### src/rtl/hbr_pkg.sv
package hbr_pkg;

    localparam int NUM_STAGES = 4;
    localparam int NUM_PAIRS  = NUM_STAGES / 2;

    typedef enum logic [2:0] {
        MODE_FB_EXT     = 3'b000,
        MODE_SPLIT_EXT  = 3'b001,
        MODE_PAR_EXT    = 3'b010,
        MODE_QUAD_A     = 3'b011,
        MODE_FB_INT     = 3'b100,
        MODE_SPLIT_INT  = 3'b101,
        MODE_PAR_INT    = 3'b110,
        MODE_QUAD_B     = 3'b111
    } mode_e;

    typedef struct packed {
        logic hi;
        logic lo;
    } gate_t;

    // Level that stage `st` should follow under mode `m`.
    function automatic logic route_stage(mode_e m, logic [3:0] pin, logic [1:0] st);
        logic v;
        case (m)
            MODE_FB_INT:    v = st[0] ? ~pin[st - 2'd1] : pin[st];
            MODE_SPLIT_INT: v = (st == 2'd3) ? ~pin[2] : pin[st];
            MODE_PAR_INT:   v = st[0] ? ~pin[0] : pin[0];
            default:        v = pin[st];
        endcase
        return v;
    endfunction

endpackage

### src/rtl/hbr_pair_ctrl.sv
module hbr_pair_ctrl
    import hbr_pkg::*;
(
    input  logic       clk,
    input  logic       rst,
    input  logic       pair_rst_n,
    input  logic       hiz_req,
    input  logic [2:0] cfg_code,
    output mode_e      mode_o,
    output logic       off_o
);

    logic  run_q;
    mode_e mode_q;

    always_ff @(posedge clk) begin
        if (rst) begin
            run_q  <= 1'b0;
            mode_q <= MODE_FB_EXT;
        end else begin
            run_q <= pair_rst_n;
            if (pair_rst_n && !run_q)
                mode_q <= mode_e'(cfg_code);
        end
    end

    assign mode_o = mode_q;
    assign off_o  = rst | ~run_q | ~pair_rst_n | hiz_req;


    mode_hold_chk: assert property (@(posedge clk) disable iff (rst)
        (run_q && pair_rst_n) |=> $stable(mode_q));


    reset_off_chk: assert property (@(posedge clk) disable iff (rst)
        !pair_rst_n |=> !run_q);

endmodule

### src/rtl/hbr_deadband.sv
module hbr_deadband
    import hbr_pkg::*;
#(
    parameter int DEAD_CYCLES = 4
) (
    input  logic  clk,
    input  logic  rst,
    input  logic  off_i,
    input  logic  r_i,
    output gate_t g_o
);

    localparam int CNT_W = $clog2(DEAD_CYCLES + 1);
    localparam logic [CNT_W-1:0] LAST = CNT_W'(DEAD_CYCLES - 1);

    logic            arm_q;
    logic            r_q;
    logic [CNT_W-1:0] cnt_q;
    gate_t           g_q;

    always_ff @(posedge clk) begin
        if (rst || off_i) begin
            arm_q <= 1'b0;
            r_q   <= 1'b0;
            cnt_q <= '0;
            g_q   <= '0;
        end else if (!arm_q || (r_i != r_q)) begin
            arm_q <= 1'b1;
            r_q   <= r_i;
            cnt_q <= '0;
            g_q   <= '0;
        end else if (cnt_q != LAST) begin
            cnt_q <= cnt_q + 1'b1;
        end else begin
            g_q.hi <= r_q;
            g_q.lo <= ~r_q;
        end
    end

    assign g_o = off_i ? gate_t'('0) : g_q;


    overlap_free_chk: assert property (@(posedge clk) disable iff (rst)
        !(g_o.hi && g_o.lo));


    hi_gap_chk: assert property (@(posedge clk) disable iff (rst)
        $rose(g_o.hi) |-> $past(!g_o.lo));


    lo_gap_chk: assert property (@(posedge clk) disable iff (rst)
        $rose(g_o.lo) |-> $past(!g_o.hi));


    hi_settled_chk: assert property (@(posedge clk) disable iff (rst)
        $rose(g_o.hi) |-> $past(r_i));

endmodule

### src/rtl/hbr_mode_router.sv
module hbr_mode_router
    import hbr_pkg::*;
#(
    parameter int DEAD_CYCLES = 4
) (
    input  logic       clk,
    input  logic       rst,
    input  logic [1:0] pair_rst_n,
    input  logic [1:0] hiz_req,
    input  logic [2:0] cfg_code,
    input  logic [3:0] pwm_in,
    output logic [3:0] hi_en,
    output logic [3:0] lo_en
);

    mode_e pair_mode [NUM_PAIRS];
    logic  pair_off  [NUM_PAIRS];

    for (genvar p = 0; p < NUM_PAIRS; p++) begin : g_pair
        hbr_pair_ctrl u_ctrl (
            .clk        (clk),
            .rst        (rst),
            .pair_rst_n (pair_rst_n[p]),
            .hiz_req    (hiz_req[p]),
            .cfg_code   (cfg_code),
            .mode_o     (pair_mode[p]),
            .off_o      (pair_off[p])
        );


        hiz_cut_chk: assert property (@(posedge clk) disable iff (rst)
            hiz_req[p] |-> (hi_en[2*p +: 2] == 2'b00 && lo_en[2*p +: 2] == 2'b00));


        pair_reset_chk: assert property (@(posedge clk) disable iff (rst)
            !pair_rst_n[p] |-> (hi_en[2*p +: 2] == 2'b00 && lo_en[2*p +: 2] == 2'b00));
    end

    for (genvar s = 0; s < NUM_STAGES; s++) begin : g_stage
        logic  routed;
        gate_t gate;

        assign routed = route_stage(pair_mode[s/2], pwm_in, 2'(s));

        hbr_deadband #(.DEAD_CYCLES(DEAD_CYCLES)) u_db (
            .clk   (clk),
            .rst   (rst),
            .off_i (pair_off[s/2]),
            .r_i   (routed),
            .g_o   (gate)
        );

        assign hi_en[s] = gate.hi;
        assign lo_en[s] = gate.lo;
    end


    global_reset_chk: assert property (@(posedge clk)
        rst |=> (hi_en == 4'b0000 && lo_en == 4'b0000));

endmodule

### config.mk
export PLATFORM = sky130hd
export DESIGN_NAME = hbr_mode_router
export DESIGN_NICKNAME = d
export VERILOG_FILES = /design/src/rtl/hbr_pkg.sv /design/src/rtl/hbr_pair_ctrl.sv /design/src/rtl/hbr_deadband.sv /design/src/rtl/hbr_mode_router.sv
export SDC_FILE = /design/constraint.sdc
export NUM_CORES = 1
export LEC_CHECK = 0
export CAP_MARGIN = 20
export CORE_AREA = 3 3 71 73
export CTS_BUF_LIST = sky130_fd_sc_hd__clkbuf_4
export CTS_CLUSTER_SIZE = 40
export DETAILED_ROUTE_END_ITERATION = 8
export DIE_AREA = 0 0 74 76
export PLACE_DENSITY = 0.64
export SYNTH_ARGS = -nofsm -noshare
export SYNTH_HDL_FRONTEND = slang
export SYNTH_SLANG_ARGS = --single-unit
### constraint.sdc
create_clock -name clk -period 1.7 [get_ports clk]
set_clock_uncertainty 0.1 [all_clocks]
set_input_delay 0.255 -clock clk [delete_from_list [all_inputs] [get_ports clk]]
set_output_delay 0.255 -clock clk [all_outputs]
set_load 0.1 [all_outputs]
==> impl_metrics.toml, run 1 <==
[place]
dp.final_hpwl_um = 1982
place_congestion = 0.7528
place_inst = 237
io_buffer_count = 20
place_area_sq_um = 1981

[power]
static-leakage-power_nw = 0.8890
cellPowerDensity_nw_per_um2 = 658.0
post-layout-total-power_mw = 1.368
power.ir.vdd_worst_v = 0.0003285

[logic_synthesis]
yosysWarningCount = 0
synthesis.area_per_instance_sq_um = 9.817
synth_cell_type_count = 38
synth_top_area_share_pct = 44.06
synth_top_cell_by_area = "dfxtp_1"
async_reset_ff_share_pct = 0
synth_seq_cells = 35
synthFlopType = "dfxtp_1"
syn-num-nets = 183
synth.yosys.seq_area_share_pct = 44.06
synth_cells = 162
synth_enable_flop_cells = 0
synth_area_leaders = "dfxtp_1 (44%), mux2i_1 (8.2%), ha_1 (6.3%), nor2_1 (5.2%), and2_1 (3.9%)"
netlist_area_pre_place_sq_um = 1590

[routing]
drt-pass1-iter-count = 4
wire_per_inst_um = 10.75
vias_per_cell = 4.742
post_detailed_route_drc_marker_count = 0
detail-route-antenna-nets = 0
drt_iter0_markers = 39
totalWireLength_um = 2665
via_count = 1176

[grt]
grt_first_pass_wirelength_um = 4505
gr-usage-all-layers_pct = 10.50
antenna_found_initial = 0
global_route.overflow_total = 0
pin_count_of_the_biggest_net_entering_global_routing = 11
first_global_vias = 1080

[status]
violations_in_the_final_reports = "setup timing"
run_status = "finished with violations"

[worst_setup_path]
r2r_setup_slack_ns = 0.24
standard_cell_with_the_maximum_stage_delay_on_the_critical_path = "dfxtp_2"
endpoint = "hi_en[3]"
setup.worst_path.end_class = "output port"
cp_data_required_time_ns = 1.34
reg2reg_to = "g_stage[3].u_db.g_q[1]$_SDFFE_PP0N_"
worstPathBufferInverterCount = 2
cp_slowest_stage_delay_ns = 0.34
worstSetupStartpoint = "g_pair[1].u_ctrl.run_q$_SDFF_PP0_"
crit_path_max_fanout = 6
worst-path-stages = 4
worst-r2r-cell-count = 5
data_arrival_at_the_endpoint_of_the_critical_path_ns = 1.36
crit_type = "reg -> out"
critPathTopFamily = "flip-flops"
startpoint_type = "flip-flop"
critical_path.reg2reg.startpoint = "g_stage[3].u_db.cnt_q[0]$_SDFFE_PP0P_"
timing.critical_path.cells = "nor4bb_2, buf_4, and2_4, buf_12"

[sta]
period_share_pct = 100.6
setup_viol = 4
maxSlewHeadroom_pct = 78.24
setup_repair_after_global_routing_missed_its_margin = "true"
postLayoutSetupSlackWorst_ns = -0.01049
maxClockFrequency_mhz = 584.6
timing.final.max_slew_violations = 0
finalWorstPathRequiredPeriod_ns = 1.710
worst_slew_pin_slew_ns = 0.3173
hold_violations = 0
totalNegativeSetupSlack_ns = -0.03774

[clocking]
worst_skew_pair.late_latency_ns = 0.34
clock_path_buffers = 2
clk_pin_slew_ns = 0.10
tritoncts = "yes"
cts_inserted_buffers = 5
clock-sinks = 35
cts_hold_buf = 0
cts_root_buf = "clkbuf_4"
htree_levels = 2

[floorplan]
floorplan.die_area_sq_um = 5624
pin_count = 21
die_height_um = 76
num_rows = 24
dieWidth_um = 74
initial_core_util_pct = 36.03
fp.coreArea_sq_um = 4414

[job]
maxCapViolations = 0

[final_layout]
sequential_cell_area_sq_um = 703.2
multi_input_area_sq_um = 855.8
final_layout_size_suffix_gt1_share_pct = 24.49
layout.cell_area.non_filler_sq_um = 2079
layout.filler_cells = 418
post_layout_nonfiller_instances = 248
antenna_cells_inserted = 0
synthToLayoutAreaGrowth_pct = 30.76
nNetsFinal = 217
mostFrequentLayoutCells = "dfxtp_1 (33), nor2_1 (22), buf_4 (14), mux2i_1 (13), and2_4 (9)"
layout_commonest_cell = "dfxtp_1"

[worst_hold_path]
hold_path_class = "in -> reg"
## timing repair
item,CTS,global route
setup buffers,2,2
gates resized for setup,16,2
pin swaps,6,3
setup endpoints to repair,8,7
## flip-flops by register name, summed over array words and instances, names as in the netlist
register,count
g_pair.u_ctrl.mode_o,5
g_stage.u_db.r_q,4
g_pair.u_ctrl.run_q,2
g_stage.u_db.g_q,8
g_stage.u_db.cnt_q,12
g_stage.u_db.arm_q,4
## logic make-up after synthesis
kind of cell               after synthesis  share of synthesized area, %
buffers and inverters                   14                         4.170
xor gates and xnor gates                 7                         3.855
adders and majority gates                8                         6.295
muxes                                   13                         8.182
AOI/OAI and AO/OA                       17                         8.655
and+or+nand+nor                         68                         24.78
DFF                                     35                         44.06
## routing by layer
layer	global-route usage (%)	routed length (um)	part of all wire [%]
met5	0	0	0
met1	12.56	1241	47
met3	4.090	151	5.7
met4	6.884	92	3.5
met2	15.25	1180	44
## synth_stat cells (all sizes together) (3+ instances only)
library cell and instances:
dfxtp 35, nor2 22, mux2i 13, and2 11
a21oi 8, ha 8, inv 7, nand2 6
nor2b 6, nor3 6, buf 5, nand2b 4
xor2 4, o21ai 3, xnor2 3
## where the power goes
group / internal (mW) / switching, mW / total [mW]
clock: 0.146 / 0.265 / 0.411
sequential: 0.832 / 0.0105 / 0.843
combinational: 0.0683 / 0.0459 / 0.114
total: 1.05 / 0.322 / 1.37
## worst min-delay path by stage
stage / startpoint / to / slack [ns] / cells past startpoint
final: hiz_req[0] / g_stage[1].u_db.arm_q$_SDFFE_PP0P_ / 0.11 / 2
after global routing: hiz_req[0] / g_stage[1].u_db.arm_q$_SDFFE_PP0P_ / 0.10 / 2
after CTS: hiz_req[1] / g_stage[2].u_db.arm_q$_SDFFE_PP0P_ / 0.13 / 2
after detailed placement: g_stage[0].u_db.g_q[0]$_SDFFE_PP0N_ / g_stage[0].u_db.g_q[0]$_SDFFE_PP0N_ / 0.38 / 2
after global placement: g_stage[0].u_db.cnt_q[2]$_SDFFE_PP0P_ / g_stage[0].u_db.cnt_q[2]$_SDFFE_PP0P_ / 0.37 / 2
after floorplan: hiz_req[1] / g_stage[2].u_db.arm_q$_SDFFE_PP0P_ / 0.23 / 1
## final cells by class
| type | instances | area share [%] |
|---|---|---|
| Sequential cell | 35 | 33.81 |
| Clock inverter | 2 | 0.4212 |
| Inverter | 7 | 1.264 |
| Tap cell | 52 | 3.129 |
| Timing Repair Buffer | 34 | 18.41 |
| Multi-Input combinational cell | 113 | 41.16 |
| Clock buffer | 5 | 1.805 |
## stage by stage
| stage | setup WS, ns | hold WS (ns) | util [%] |
|---|---|---|---|
| floorplan | 0.06441 | 0.2325 | - |
| global placement | -0.2746 | 0.3718 | 44.87 |
| detailed placement | -0.2691 | 0.3763 | 44.87 |
| CTS | -0.1165 | 0.1302 | 46.68 |
| global route | -0.07643 | 0.1029 | 47.11 |
| finish | -0.01049 | 0.1115 | 47.11 |
(Power assumes the default switching activity.)
==> run 2, diff against run 1 <==
- CTS_CLUSTER_SIZE: 40 -> 28
==> results of run 2 <==
Final layout, timing and power as in run 1 (identical DEF).
==> run 3, diff against run 2 <==
- RECOVER_POWER: not set -> 50
==> run 3 against run 2 <==
Net effect: the run still ends with setup timing left; fmax did not move; clock power barely moved; global-route usage did not move; register-to-register slack barely moved; design area barely moved; sequential power barely moved; sequential cell count did not move; largest power group unchanged; worst setup slack did not move; cell count did not move; wire length did not move; non-clock buffer count did not move; die area did not move.
==> impl_metrics.toml, run 3 (synthesis results as in run 1) <==
[clocking]
cts_inserted_buffers = 5
clock_path_buffers = 2
cts_root_buf = "clkbuf_4"
worst_skew_pair.late_latency_ns = 0.34
clock-sinks = 35
tritoncts = "yes"
clk_pin_slew_ns = 0.10
htree_levels = 2

[final_layout]
nNetsFinal = 217
max_flop_register = "g_stage.u_db.cnt_q"
fin_util_pct = 47.08
mostFrequentLayoutCells = "dfxtp_1 (34), nor2_1 (22), buf_4 (14), mux2i_1 (13), and2_4 (9)"
largest_reg_flops = 12
post_layout_nonfiller_instances = 248
final_layout_size_suffix_gt1_share_pct = 23.98
synthToLayoutAreaGrowth_pct = 30.68
antenna_cells_inserted = 0
layout.filler_cells = 419
layout_commonest_cell = "dfxtp_1"
layout.cell_area.non_filler_sq_um = 2078

[power]
cellPowerDensity_nw_per_um2 = 658.3
sequentialPowerShare_pct = 61.6
power_frac_clock_pct = 30.1
comb_power_share_pct = 8.3
net_load_switching_power_uw = 321.5
sw_frac_of_total_pct = 23.50
post-layout-total-power_mw = 1.368
static-leakage-power_nw = 0.8888
internal_power_mw = 1.047
power.ir.vdd_worst_v = 0.0003290

[sta]
postLayoutSetupSlackWorst_ns = -0.01049
hold_violations = 0
totalNegativeSetupSlack_ns = -0.03774
maxSlewHeadroom_pct = 78.24
finalHoldWorstSlack_ns = 0.1115
setup_repair_after_global_routing_missed_its_margin = "true"
period_share_pct = 100.6
worst_slew_pin_slew_ns = 0.3173
timing.final.max_slew_violations = 0
setup_viol = 4
finalWorstPathRequiredPeriod_ns = 1.710
maxClockFrequency_mhz = 584.6

[routing]
detail-route-antenna-nets = 0
post_detailed_route_drc_marker_count = 0
drt_iter0_markers = 39
drt-pass1-iter-count = 4
wire_per_inst_um = 10.75
vias_per_cell = 4.742
totalWireLength_um = 2665
via_count = 1176

[grt]
pin_count_of_the_biggest_net_entering_global_routing = 11
global_route.overflow_total = 0
first_global_vias = 1080
antenna_found_initial = 0
grt_first_pass_wirelength_um = 4505
gr-usage-all-layers_pct = 10.50

[worst_setup_path]
cp_slowest_stage_delay_ns = 0.34
startpoint_type = "flip-flop"
worst-r2r-cell-count = 5
setup.worst_path.end_class = "output port"
crit_type = "reg -> out"
critPathTopFamily = "flip-flops"
worstPathBufferInverterCount = 2
cp_data_required_time_ns = 1.34
worst-path-stages = 4
timing.critical_path.cells = "nor4bb_2, buf_4, and2_4, buf_12"
data_arrival_at_the_endpoint_of_the_critical_path_ns = 1.36
crit_path_max_fanout = 6
standard_cell_with_the_maximum_stage_delay_on_the_critical_path = "dfxtp_2"

[place]
io_buffer_count = 20
place_congestion = 0.7528
place_inst = 237
dp.final_hpwl_um = 1982
place_area_sq_um = 1981
dp_slack_ns = -0.2691

[floorplan]
floorplan.die_area_sq_um = 5624
initial_core_util_pct = 36.03
num_rows = 24
dieWidth_um = 74
fp.coreArea_sq_um = 4414
pin_count = 21
die_height_um = 76

[worst_hold_path]
hold_path_class = "in -> reg"
whs_path_depth = 2

[status]
violations_in_the_final_reports = "setup timing"
run_status = "finished with violations"

[job]
maxCapViolations = 0
==> run 3: cell counts in the layout (fill, tap and decap cells not counted) <==
Identical to the previous run, type by type.
==> run 3: final cells by class <==
type | instances | area (sq um) | area share, %
clock buffer | 5 | 37.54 | 1.806
clock inverter | 2 | 8.758 | 0.4214
inverter | 7 | 26.28 | 1.264
multi-input combinational | 113 | 855.8 | 41.18
sequential | 35 | 701.9 | 33.77
tap | 52 | 65.06 | 3.131
timing repair buffer | 34 | 382.9 | 18.42
==> run 3: repair_timing <==
item | 4_1_cts | 5_1_grt
gates resized for setup | 16 | 2
setup endpoints to repair | 8 | 7
hold buffers | 0 | 0
buffers inserted | 2 | 2
pin swaps | 6 | 3
==> run 3: final timing paths <==
kind / end / slack [ns] / start
hold reg to reg: g_stage[0].u_db.cnt_q[2]$_SDFFE_PP0P_ / 0.40 / g_stage[0].u_db.cnt_q[2]$_SDFFE_PP0P_
setup / recovery: hi_en[3] / -0.01 / g_pair[1].u_ctrl.run_q$_SDFF_PP0_
setup reg to reg: g_stage[3].u_db.g_q[1]$_SDFFE_PP0N_ / 0.24 / g_stage[3].u_db.cnt_q[0]$_SDFFE_PP0P_
hold / removal: g_stage[1].u_db.arm_q$_SDFFE_PP0P_ / 0.11 / hiz_req[0]
==> run 3: power by group through the flow <==
stage / clock network [mW] / logic, mW / registers [mW]
after CTS: 0.439 / 0.113 / 0.842
after floorplan: 0 / 0.0598 / 0.859
after global placement: 0 / 0.110 / 0.861
after detailed placement: 0 / 0.111 / 0.861
after global routing: 0.468 / 0.124 / 0.844
final: 0.411 / 0.114 / 0.842
==> run 3: per-layer routing <==
| metal | global-route usage (%) | vias to the layer above | share of wire [%] |
|---|---|---|---|
| met5 | 0 | - | 0 |
| met4 | 6.884 | 0 | 3.5 |
| met3 | 4.090 | 7 | 5.7 |
| met2 | 15.25 | 33 | 44 |
| met1 | 12.56 | 519 | 47 |
| li1 | - | 617 | - |
==> run 3: worst reg2reg max path, stage by stage, from the launching register on <==
cell     delay [ns]
dfxtp_1        0.36
ha_1           0.16
ha_1           0.32
o21ai_0        0.14
or2_1          0.21
a21oi_1        0.11
